### src/rtl/rfill_pkg.sv
package rfill_pkg;

    localparam int RF_XBITS = 10;  // log2 of buffer width in halfwords
    localparam int RF_YBITS = 9;   // log2 of buffer height in rows
    localparam int RF_ALIGN = 4;   // log2 of width/start granularity
    localparam int RF_PW    = 16;  // raw command parameter width
    localparam int RF_CW    = 15;  // colour width

    typedef enum logic [1:0] {
        ST_IDLE  = 2'd0,
        ST_SETUP = 2'd1,
        ST_WALK  = 2'd2,
        ST_DONE  = 2'd3
    } rfill_state_e;

endpackage

### src/rtl/rfill_geom.sv
// Normalises raw command geometry: start alignment, masking, width rounding.
module rfill_geom #(
    parameter int XBITS = rfill_pkg::RF_XBITS,
    parameter int YBITS = rfill_pkg::RF_YBITS,
    parameter int ALIGN = rfill_pkg::RF_ALIGN,
    parameter int PW    = rfill_pkg::RF_PW
) (
    input  logic [PW-1:0] p_x,
    input  logic [PW-1:0] p_y,
    input  logic [PW-1:0] p_w,
    input  logic [PW-1:0] p_h,
    output logic [PW-1:0] x0,
    output logic [PW-1:0] y0,
    output logic [PW-1:0] w_eff,
    output logic [PW-1:0] h_eff,
    output logic          empty
);
    localparam logic [PW-1:0] XSPAN = PW'((1 << XBITS) - 1);
    localparam logic [PW-1:0] YSPAN = PW'((1 << YBITS) - 1);
    localparam logic [PW-1:0] ROUND = PW'((1 << ALIGN) - 1);
    localparam logic [PW-1:0] XMASK = XSPAN & ~ROUND;

    always_comb begin
        x0    = p_x & XMASK;
        y0    = p_y & YSPAN;
        w_eff = ((p_w & XSPAN) + ROUND) & ~ROUND;
        h_eff = p_h & YSPAN;
        empty = (w_eff == '0) || (h_eff == '0);
    end
endmodule

### src/rtl/rfill_walker.sv
// Column/row counters and wrapped address generation.
module rfill_walker #(
    parameter int XBITS = rfill_pkg::RF_XBITS,
    parameter int YBITS = rfill_pkg::RF_YBITS,
    parameter int PW    = rfill_pkg::RF_PW,
    localparam int AW   = XBITS + YBITS
) (
    input  logic          clk,
    input  logic          rst_n,
    input  logic          load,
    input  logic          step,
    input  logic [PW-1:0] x0,
    input  logic [PW-1:0] y0,
    input  logic [PW-1:0] w_eff,
    input  logic [PW-1:0] h_eff,
    output logic [AW-1:0] addr,
    output logic          last
);
    logic [XBITS-1:0] col_q;
    logic [YBITS-1:0] row_q;
    logic             col_end;
    logic             row_end;

    always_comb begin
        col_end = (PW'(col_q) == w_eff - PW'(1));
        row_end = (PW'(row_q) == h_eff - PW'(1));
        last    = col_end && row_end;
        addr    = {YBITS'(y0 + PW'(row_q)), XBITS'(x0 + PW'(col_q))};
    end

    always_ff @(posedge clk or negedge rst_n) begin
        if (!rst_n) begin
            col_q <= '0;
            row_q <= '0;
        end else if (load) begin
            col_q <= '0;
            row_q <= '0;
        end else if (step) begin
            if (col_end) begin
                col_q <= '0;
                row_q <= row_q + YBITS'(1);
            end else begin
                col_q <= col_q + XBITS'(1);
            end
        end
    end
endmodule

### src/rtl/rfill_ctrl.sv
// Command sequencing state machine.
module rfill_ctrl
    import rfill_pkg::*;
(
    input  logic clk,
    input  logic rst_n,
    input  logic cmd_valid,
    input  logic wr_ready,
    input  logic empty,
    input  logic last,
    output logic cmd_ready,
    output logic take,
    output logic load,
    output logic step,
    output logic wr_valid,
    output logic busy,
    output logic done
);
    rfill_state_e state_q, state_d;

    always_ff @(posedge clk or negedge rst_n) begin
        if (!rst_n) state_q <= ST_IDLE;
        else        state_q <= state_d;
    end

    always_comb begin
        state_d = state_q;
        unique case (state_q)
            ST_IDLE:  if (cmd_valid) state_d = ST_SETUP;
            ST_SETUP: state_d = empty ? ST_DONE : ST_WALK;
            ST_WALK:  if (wr_ready && last) state_d = ST_DONE;
            ST_DONE:  state_d = ST_IDLE;
            default:  state_d = ST_IDLE;
        endcase
    end

    always_comb begin
        cmd_ready = (state_q == ST_IDLE);
        take      = cmd_ready && cmd_valid;
        load      = (state_q == ST_SETUP);
        wr_valid  = (state_q == ST_WALK);
        step      = wr_valid && wr_ready;
        done      = (state_q == ST_DONE);
        busy      = (state_q != ST_IDLE);
    end
endmodule

### src/rtl/rect_fill_engine.sv
module rect_fill_engine #(
    parameter int XBITS = rfill_pkg::RF_XBITS,
    parameter int YBITS = rfill_pkg::RF_YBITS,
    parameter int ALIGN = rfill_pkg::RF_ALIGN,
    parameter int PW    = rfill_pkg::RF_PW,
    parameter int CW    = rfill_pkg::RF_CW,
    localparam int AW   = XBITS + YBITS,
    localparam int DW   = CW + 1
) (
    input  logic          clk,
    input  logic          rst_n,
    input  logic          cmd_valid,
    output logic          cmd_ready,
    input  logic [CW-1:0] cmd_color,
    input  logic [PW-1:0] cmd_x,
    input  logic [PW-1:0] cmd_y,
    input  logic [PW-1:0] cmd_w,
    input  logic [PW-1:0] cmd_h,
    output logic          wr_valid,
    input  logic          wr_ready,
    output logic [AW-1:0] wr_addr,
    output logic [DW-1:0] wr_data,
    output logic          busy,
    output logic          done
);
    logic [PW-1:0] x_q, y_q, w_q, h_q;
    logic [CW-1:0] color_q;
    logic [PW-1:0] x0, y0, w_eff, h_eff;
    logic          empty, last, take, load, step;

    always_ff @(posedge clk or negedge rst_n) begin
        if (!rst_n) begin
            x_q     <= '0;
            y_q     <= '0;
            w_q     <= '0;
            h_q     <= '0;
            color_q <= '0;
        end else if (take) begin
            x_q     <= cmd_x;
            y_q     <= cmd_y;
            w_q     <= cmd_w;
            h_q     <= cmd_h;
            color_q <= cmd_color;
        end
    end

    rfill_geom #(.XBITS(XBITS), .YBITS(YBITS), .ALIGN(ALIGN), .PW(PW)) u_geom (
        .p_x(x_q), .p_y(y_q), .p_w(w_q), .p_h(h_q),
        .x0(x0), .y0(y0), .w_eff(w_eff), .h_eff(h_eff), .empty(empty)
    );

    rfill_walker #(.XBITS(XBITS), .YBITS(YBITS), .PW(PW)) u_walk (
        .clk(clk), .rst_n(rst_n), .load(load), .step(step),
        .x0(x0), .y0(y0), .w_eff(w_eff), .h_eff(h_eff),
        .addr(wr_addr), .last(last)
    );

    rfill_ctrl u_ctrl (
        .clk(clk), .rst_n(rst_n), .cmd_valid(cmd_valid), .wr_ready(wr_ready),
        .empty(empty), .last(last), .cmd_ready(cmd_ready), .take(take),
        .load(load), .step(step), .wr_valid(wr_valid), .busy(busy), .done(done)
    );

    assign wr_data = {1'b0, color_q};
endmodule

### config.mk
export PLATFORM = sky130hd
export DESIGN_NAME = rect_fill_engine
export DESIGN_NICKNAME = d
export VERILOG_FILES = /design/src/rtl/rfill_pkg.sv /design/src/rtl/rfill_geom.sv /design/src/rtl/rfill_walker.sv /design/src/rtl/rfill_ctrl.sv /design/src/rtl/rect_fill_engine.sv
export SDC_FILE = /design/constraint.sdc
export NUM_CORES = 1
export LEC_CHECK = 0
export ABC_AREA = 1
export CORE_MARGIN = 2
export CORE_UTILIZATION = 39
export CTS_BUF_LIST = sky130_fd_sc_hd__clkbuf_4
export CTS_CLUSTER_SIZE = 28
export DETAILED_ROUTE_END_ITERATION = 8
export DONT_BUFFER_PORTS = 1
export GPL_TIMING_DRIVEN = 0
export PLACE_DENSITY = 0.59
export SLEW_MARGIN = 25
export SYNTH_ARGS = -nofsm -noshare
export SYNTH_HDL_FRONTEND = slang
export SYNTH_SLANG_ARGS = --single-unit
### constraint.sdc
create_clock -name clk -period 3.1 [get_ports clk]
set_clock_uncertainty 0.1 [all_clocks]
set_input_delay 0.31 -clock clk [delete_from_list [all_inputs] [get_ports clk]]
set_output_delay 0.31 -clock clk [all_outputs]
set_load 0.02 [all_outputs]
; Yosys cells after proc, flatten, opt, wreduce, memory -nomap -nowiden
; Cells that the tools add are included.
[classes]
n_addsub = 7
eq_ne = 7
muxes = 10
reduce_logical = 13
[ops]
columns = op, n
row1 = 16-bit zero test, 2
row2 = 10-bit two-way mux, 3
row3 = 9-bit two-way mux, 3
row4 = 10-bit by 16-bit equality test with 1-bit output, 1
row5 = 9-bit by 16-bit equality test with 1-bit output, 1
row6 = "11-bit by 1-bit subtractor with 12-bit output, second input constant", 1
row7 = "10-bit by 4-bit adder with 11-bit output, second input constant", 1
row8 = "10-bit by 1-bit adder with 10-bit output, second input constant", 1
row9 = 10-bit adder, 1
row10 = "9-bit by 1-bit subtractor with 10-bit output, second input constant", 1
row11 = "9-bit by 1-bit adder with 9-bit output, second input constant", 1
row12 = 9-bit adder, 1
row13 = 2-bit one-hot mux with 4 select lines, 1
row14 = 2-bit nonzero test, 3
row15 = "2-bit equality test, second input constant", 2
row16 = 1-bit logical AND, 4
row17 = 2-bit two-way mux, 2
row18 = 2-bit AND reduction, 2
row19 = "2-bit by 1-bit equality test with 1-bit output, second input constant", 1
row20 = 2-bit zero test, 1
row21 = "2-bit by 1-bit != test with 1-bit output, second input constant", 1
row22 = "2-bit != test, second input constant", 1
row23 = 1-bit logical OR, 1
row24 = 1-bit two-way mux, 1
[word_totals]
ff_bits = 74

; Depth between registers and ports, before layout
[depth]
depth_word = 7
mapped_depth = 21
ltp_nobuf = 20

; Modules after synthesis
; Synthesis repeated with hierarchy kept, for this count alone.
[hier_totals]
cells_unflattened = 941
area_unflattened_um2 = 6882.9
[by_module_without_submodules]
columns = module, n_inst, cells_per_inst, area_each_um2
row1 = rfill_walker, 1, 472, 3032.9
row2 = rect_fill_engine, 1, 336, 2992.9
row3 = rfill_geom, 1, 105, 666.9
row4 = rfill_ctrl, 1, 28, 190.2

; Worst setup path before layout
; No wires, ideal clock.
[synth_path]
kind = reg-to-output
start = reg u_walk.row_q[0]
end = out wr_addr[18]
arrival_time_ns = 2.081
required_time_ns = 2.690
setup_slack_ns = 0.609
stages_incl_launch_ff = 10
path_buffers = 0
path_cell_list = dfrtp_1 ha_1 inv_1 fa_1 o21ai_0 a21o_1 a21oi_1 o21ai_0 a21oi_1 xor2_1
[synth_between]
elab_chain_cells = 1
[synth_lines]
columns = item, line
row1 = start: declaration, rfill_walker.sv:20  ; logic [YBITS-1:0] row_q;
row2 = start signal: assignment, rfill_walker.sv:41  ; row_q <= row_q + YBITS'(1);
row3 = 9-bit adder, rfill_walker.sv:28  ; addr = {YBITS'(y0 + PW'(row_q)), XBITS'(x0 + PW'(col_q))};
row4 = end: declaration, rect_fill_engine.sv:21  ; output logic [AW-1:0] wr_addr,
; Every way passes these cells.

; Worst setup path in the final report
; Ends and elaborated chain as after synthesis.

==> impl_metrics.tcl <==
set metrics [dict create \
    drt_drc_violations_left 0 \
    numPortBuffers 0 \
    fill_cells 1086 \
    post_route_cells_drive_above_1_share_pct 17.2 \
    route.final.wire_length_mm 10.2 \
    grt.total_usage_pct 17.7 \
    grt_pass1_vias 3616 \
    ys_seq_area_share_pct 39.8 \
    yosys-top-cells-area "dfrtp_1, mux2_2, nand2_1" \
    relSlewSlack_pct 47.6 \
    gr_overflow_total 0 \
    area.growth.synth_to_final_pct 18.7 \
    sequentialPowerShare_pct 36.2 \
    status "complete, no violations" \
    synth.ff_latch_count 70 \
    path_class "reg -> out" \
    mappedNetlistArea_um2 4400 \
    switching_share_pct 48.9 \
    synth_ff_type "dfrtp_1" \
    clock_tree.htree_level_count 3 \
    number_of_antenna_cells_inserted 0 \
    placed_cells_incl_taps 645 \
    total_leakage_power_nw 2.48 \
    antenna_found_initial 0 \
    comb_power_share_pct 53.6 \
    async_reset_ff_share_pct 100 \
    synth_cell_types 38 \
    number_of_flops_mapped_to_enable_cells_by_yosys 0 \
    transition_time_of_the_tightest_slew_check_pin_ns 0.786 \
    route.vias.total 3562 \
    hold_violations 0 \
    setup-violations-final 0 \
    final_net_count 674 \
    pin_count_of_the_biggest_net_entering_global_routing 71 \
    power_switching_mw 2.36 \
    worst_ep_required_time_ns 2.69 \
    netlist_instances 505 \
    routed_via_density 5.01 \
    netlist_top_cells_count "nand2_1, dfrtp_1, nor2_1, inv_1, mux2_2" \
    clockRootBuffer "clkbuf_4" \
    cts.path.max_buffers 2 \
    postSynthNetCount 611 \
    finish.instance_area_um2 5220 \
    post_layout_nonfiller_instances 711 \
    fraction_of_power_consumed_by_the_clock_network_pct 10.1 \
    cap_viol_max_count 0 \
    wire_length_of_the_first_global_routing_pass_mm 16.5 \
    startpoint_type "flip-flop" \
    min_tclk_post_route_ns 2.92 \
    yosysMostFrequentCell "nand2_1" \
    place_congestion 0.859 \
    die-area_um2 12100 \
    synth_top_area_share_pct 39.8 \
    worstPathArrival_ns 2.51 \
    cts.reportedPaths.clkPinSlew_ns 0.12 \
    internal_power_mw 2.47 \
    fp.dieH_um 110 \
    cp-end-kind "primary output" \
    dpl.hpwl_mm 7.48 \
    rsz0062_at_grt "no" \
    yosys.area.top_type "dfrtp_1" \
    finalCritPeriodShare_pct 94.1 \
    final_antenna_net_count 0 \
    floorplan.core_area_um2 10900 \
    cp_max_fo 3 \
    min-delay-path-class "in -> reg" \
    tritoncts_clock_tree "yes" \
    synth-warning-count 0 \
    cts_sinks 70 \
    placedInstanceArea_um2 4570 \
    cts_made_buffers 9 \
    setup-tns-final_ns 0 \
    syn_area_per_cell_um2 8.71 \
    clock_insertion_delay_worst_skew_ns 0.43 \
    floorplan.initialDensity_pct 40.2 \
    drt-wirelength-per-cell_um 14.4 \
    io_pins 122 \
    fp-row-count 38 \
    dr.pass1.iters 5 \
    die_wd_um 110 \
    powerDensity_nw_per_um2 927 \
    max_rail_drop_vdd_uv 430 \
    max_clock_freq_ghz 0.343 \
    number_of_violations_reported_at_the_end_of_detailed_routing_iteration_0 170 \
    report.final.slew_viol_count 0 \
]
[worst paths after layout]
path / to / from / slack (ns) / cells past startpoint
min reg2reg: y_q[6] / y_q[6] / 0.42 / 1
max in group asynchronous: color_q[5] / rst_n / 2.24 / 2
min in group asynchronous: u_walk.col_q[9] / rst_n / 0.34 / 2
max reg2reg: u_walk.row_q[3] / w_q[0] / 0.39 / 19
min: u_ctrl.state_q[0] / cmd_valid / 0.06 / 3
max: wr_addr[18] / u_walk.row_q[0] / 0.18 / 9
[placed cells by master (no fill, tap or decap), types with 2 or more instances in the layout]
| master | Yosys | final |
|---|---|---|
| ha_1 | 21 | 21 |
| o211ai_1 | 2 | 2 |
| a21o_1 | 2 | 2 |
| dlygate4sd3_1 | 0 | 50 |
| nand3_1 | 31 | 31 |
| nand4_1 | 10 | 10 |
| nand3_2 | 3 | 3 |
| xor2_1 | 23 | 22 |
| inv_1 | 49 | 49 |
| o21ai_2 | 4 | 5 |
| xnor2_1 | 11 | 11 |
| nand2_1 | 90 | 90 |
| nor2_1 | 60 | 60 |
| buf_4 | 5 | 6 |
| clkbuf_1 | 8 | 8 |
| clkinv_2 | 1 | 3 |
| clkbuf_4 | 0 | 11 |
| nand3b_1 | 3 | 3 |
| nand2_4 | 4 | 4 |
| dfrtp_1 | 70 | 68 |
| o21ai_0 | 8 | 7 |
| nor3_1 | 3 | 3 |
| nand2_2 | 15 | 15 |
| dfrtp_2 | 0 | 2 |
| a21oi_1 | 26 | 26 |
| buf_6 | 2 | 2 |
| fa_1 | 2 | 2 |
| nor2_4 | 4 | 4 |
| mux2_2 | 34 | 34 |
| nor2_2 | 3 | 3 |
[stage by stage]
step / hold slack, ns / total power [mW] / worst slack (ns) / util, %
2_1_floorplan: -0.0856 / 3.79 / 0.609 / -
4_1_cts: 0.0524 / 4.86 / 0.0148 / 47.6
3_5_place_dp: -0.0829 / 4.27 / 0.233 / 41.8
6_report: 0.0616 / 4.84 / 0.184 / 47.7
5_1_grt: 0.0762 / 5.24 / 0.00975 / 47.7
3_3_place_gp: -0.0821 / 4.19 / 0.243 / 41.8
[layer usage]
layer  vias to the layer above  GRT usage (%)  part of all wire, %
met4                         0           4.91                 0.85
met2                        84           31.8                   51
li1                       1751              -                    -
met1                      1719           20.9                   43
met3                         8           4.35                  5.1
met5                         -              0                    0
[power groups by stage]
stage | registers, mW | logic, mW | clock network, mW
detailed placement | 1.78 | 2.49 | 0
finish | 1.75 | 2.60 | 0.490
CTS | 1.76 | 2.58 | 0.510
global placement | 1.76 | 2.43 | 0
global route | 1.80 | 2.89 | 0.546
floorplan | 1.68 | 2.11 | 0
[what timing repair did]
action / CTS / global route
hold buffers: 51 / 0
setup endpoints to repair: 1 / 1
hold endpoints to repair: 119 / 0
gates resized for setup: 3 / 2
setup buffers: 0 / 1
cloned: 0 / 0
pin swaps: 0 / 0
[layout make-up]
class,count,area [µm²],area share [%]
well taps,140,175,3.36
clock buffers,11,82.6,1.58
flip-flops and latches,70,1750,33.6
plain buffers,16,110,2.11
repair buffers,52,536,10.3
clock inverters,3,13.8,0.264
inverters,52,199,3.81
multi-input cells,367,2350,45.0
[flip-flops by register name, summed over array words and instances (netlist names)]
name and flops:
color_q 15, h_q 9, u_ctrl.state_q 2, u_walk.col_q 10, u_walk.row_q 9, w_q 10
x_q 6, y_q 9
[cell families (layout without fill, tap and decap cells)]
kind of cell / Yosys count / count (layout) / synth area share (%)
AO/OA/AOI/OAI: 46 / 46 / 6.00
XOR/XNOR: 35 / 35 / 7.31
adder cells (fa/ha/maj): 23 / 23 / 6.88
buffers and inverters: 68 / 134 / 7.03
flip-flops: 70 / 70 / 39.8
multiplexers: 34 / 34 / 8.70
other: 1 / 1 / 0.0852
AND/OR/NAND/NOR: 228 / 228 / 24.2
[critical path, stage by stage (launching register included)]
cell and delay (ns):
dfrtp_2 0.40, ha_1 0.17, inv_1 0.06, fa_1 0.42
o21ai_2 0.21, a21o_1 0.13, a21oi_1 0.08, o21ai_0 0.19
a21oi_1 0.13, xor2_2 0.29
(Power assumes the default switching activity.)
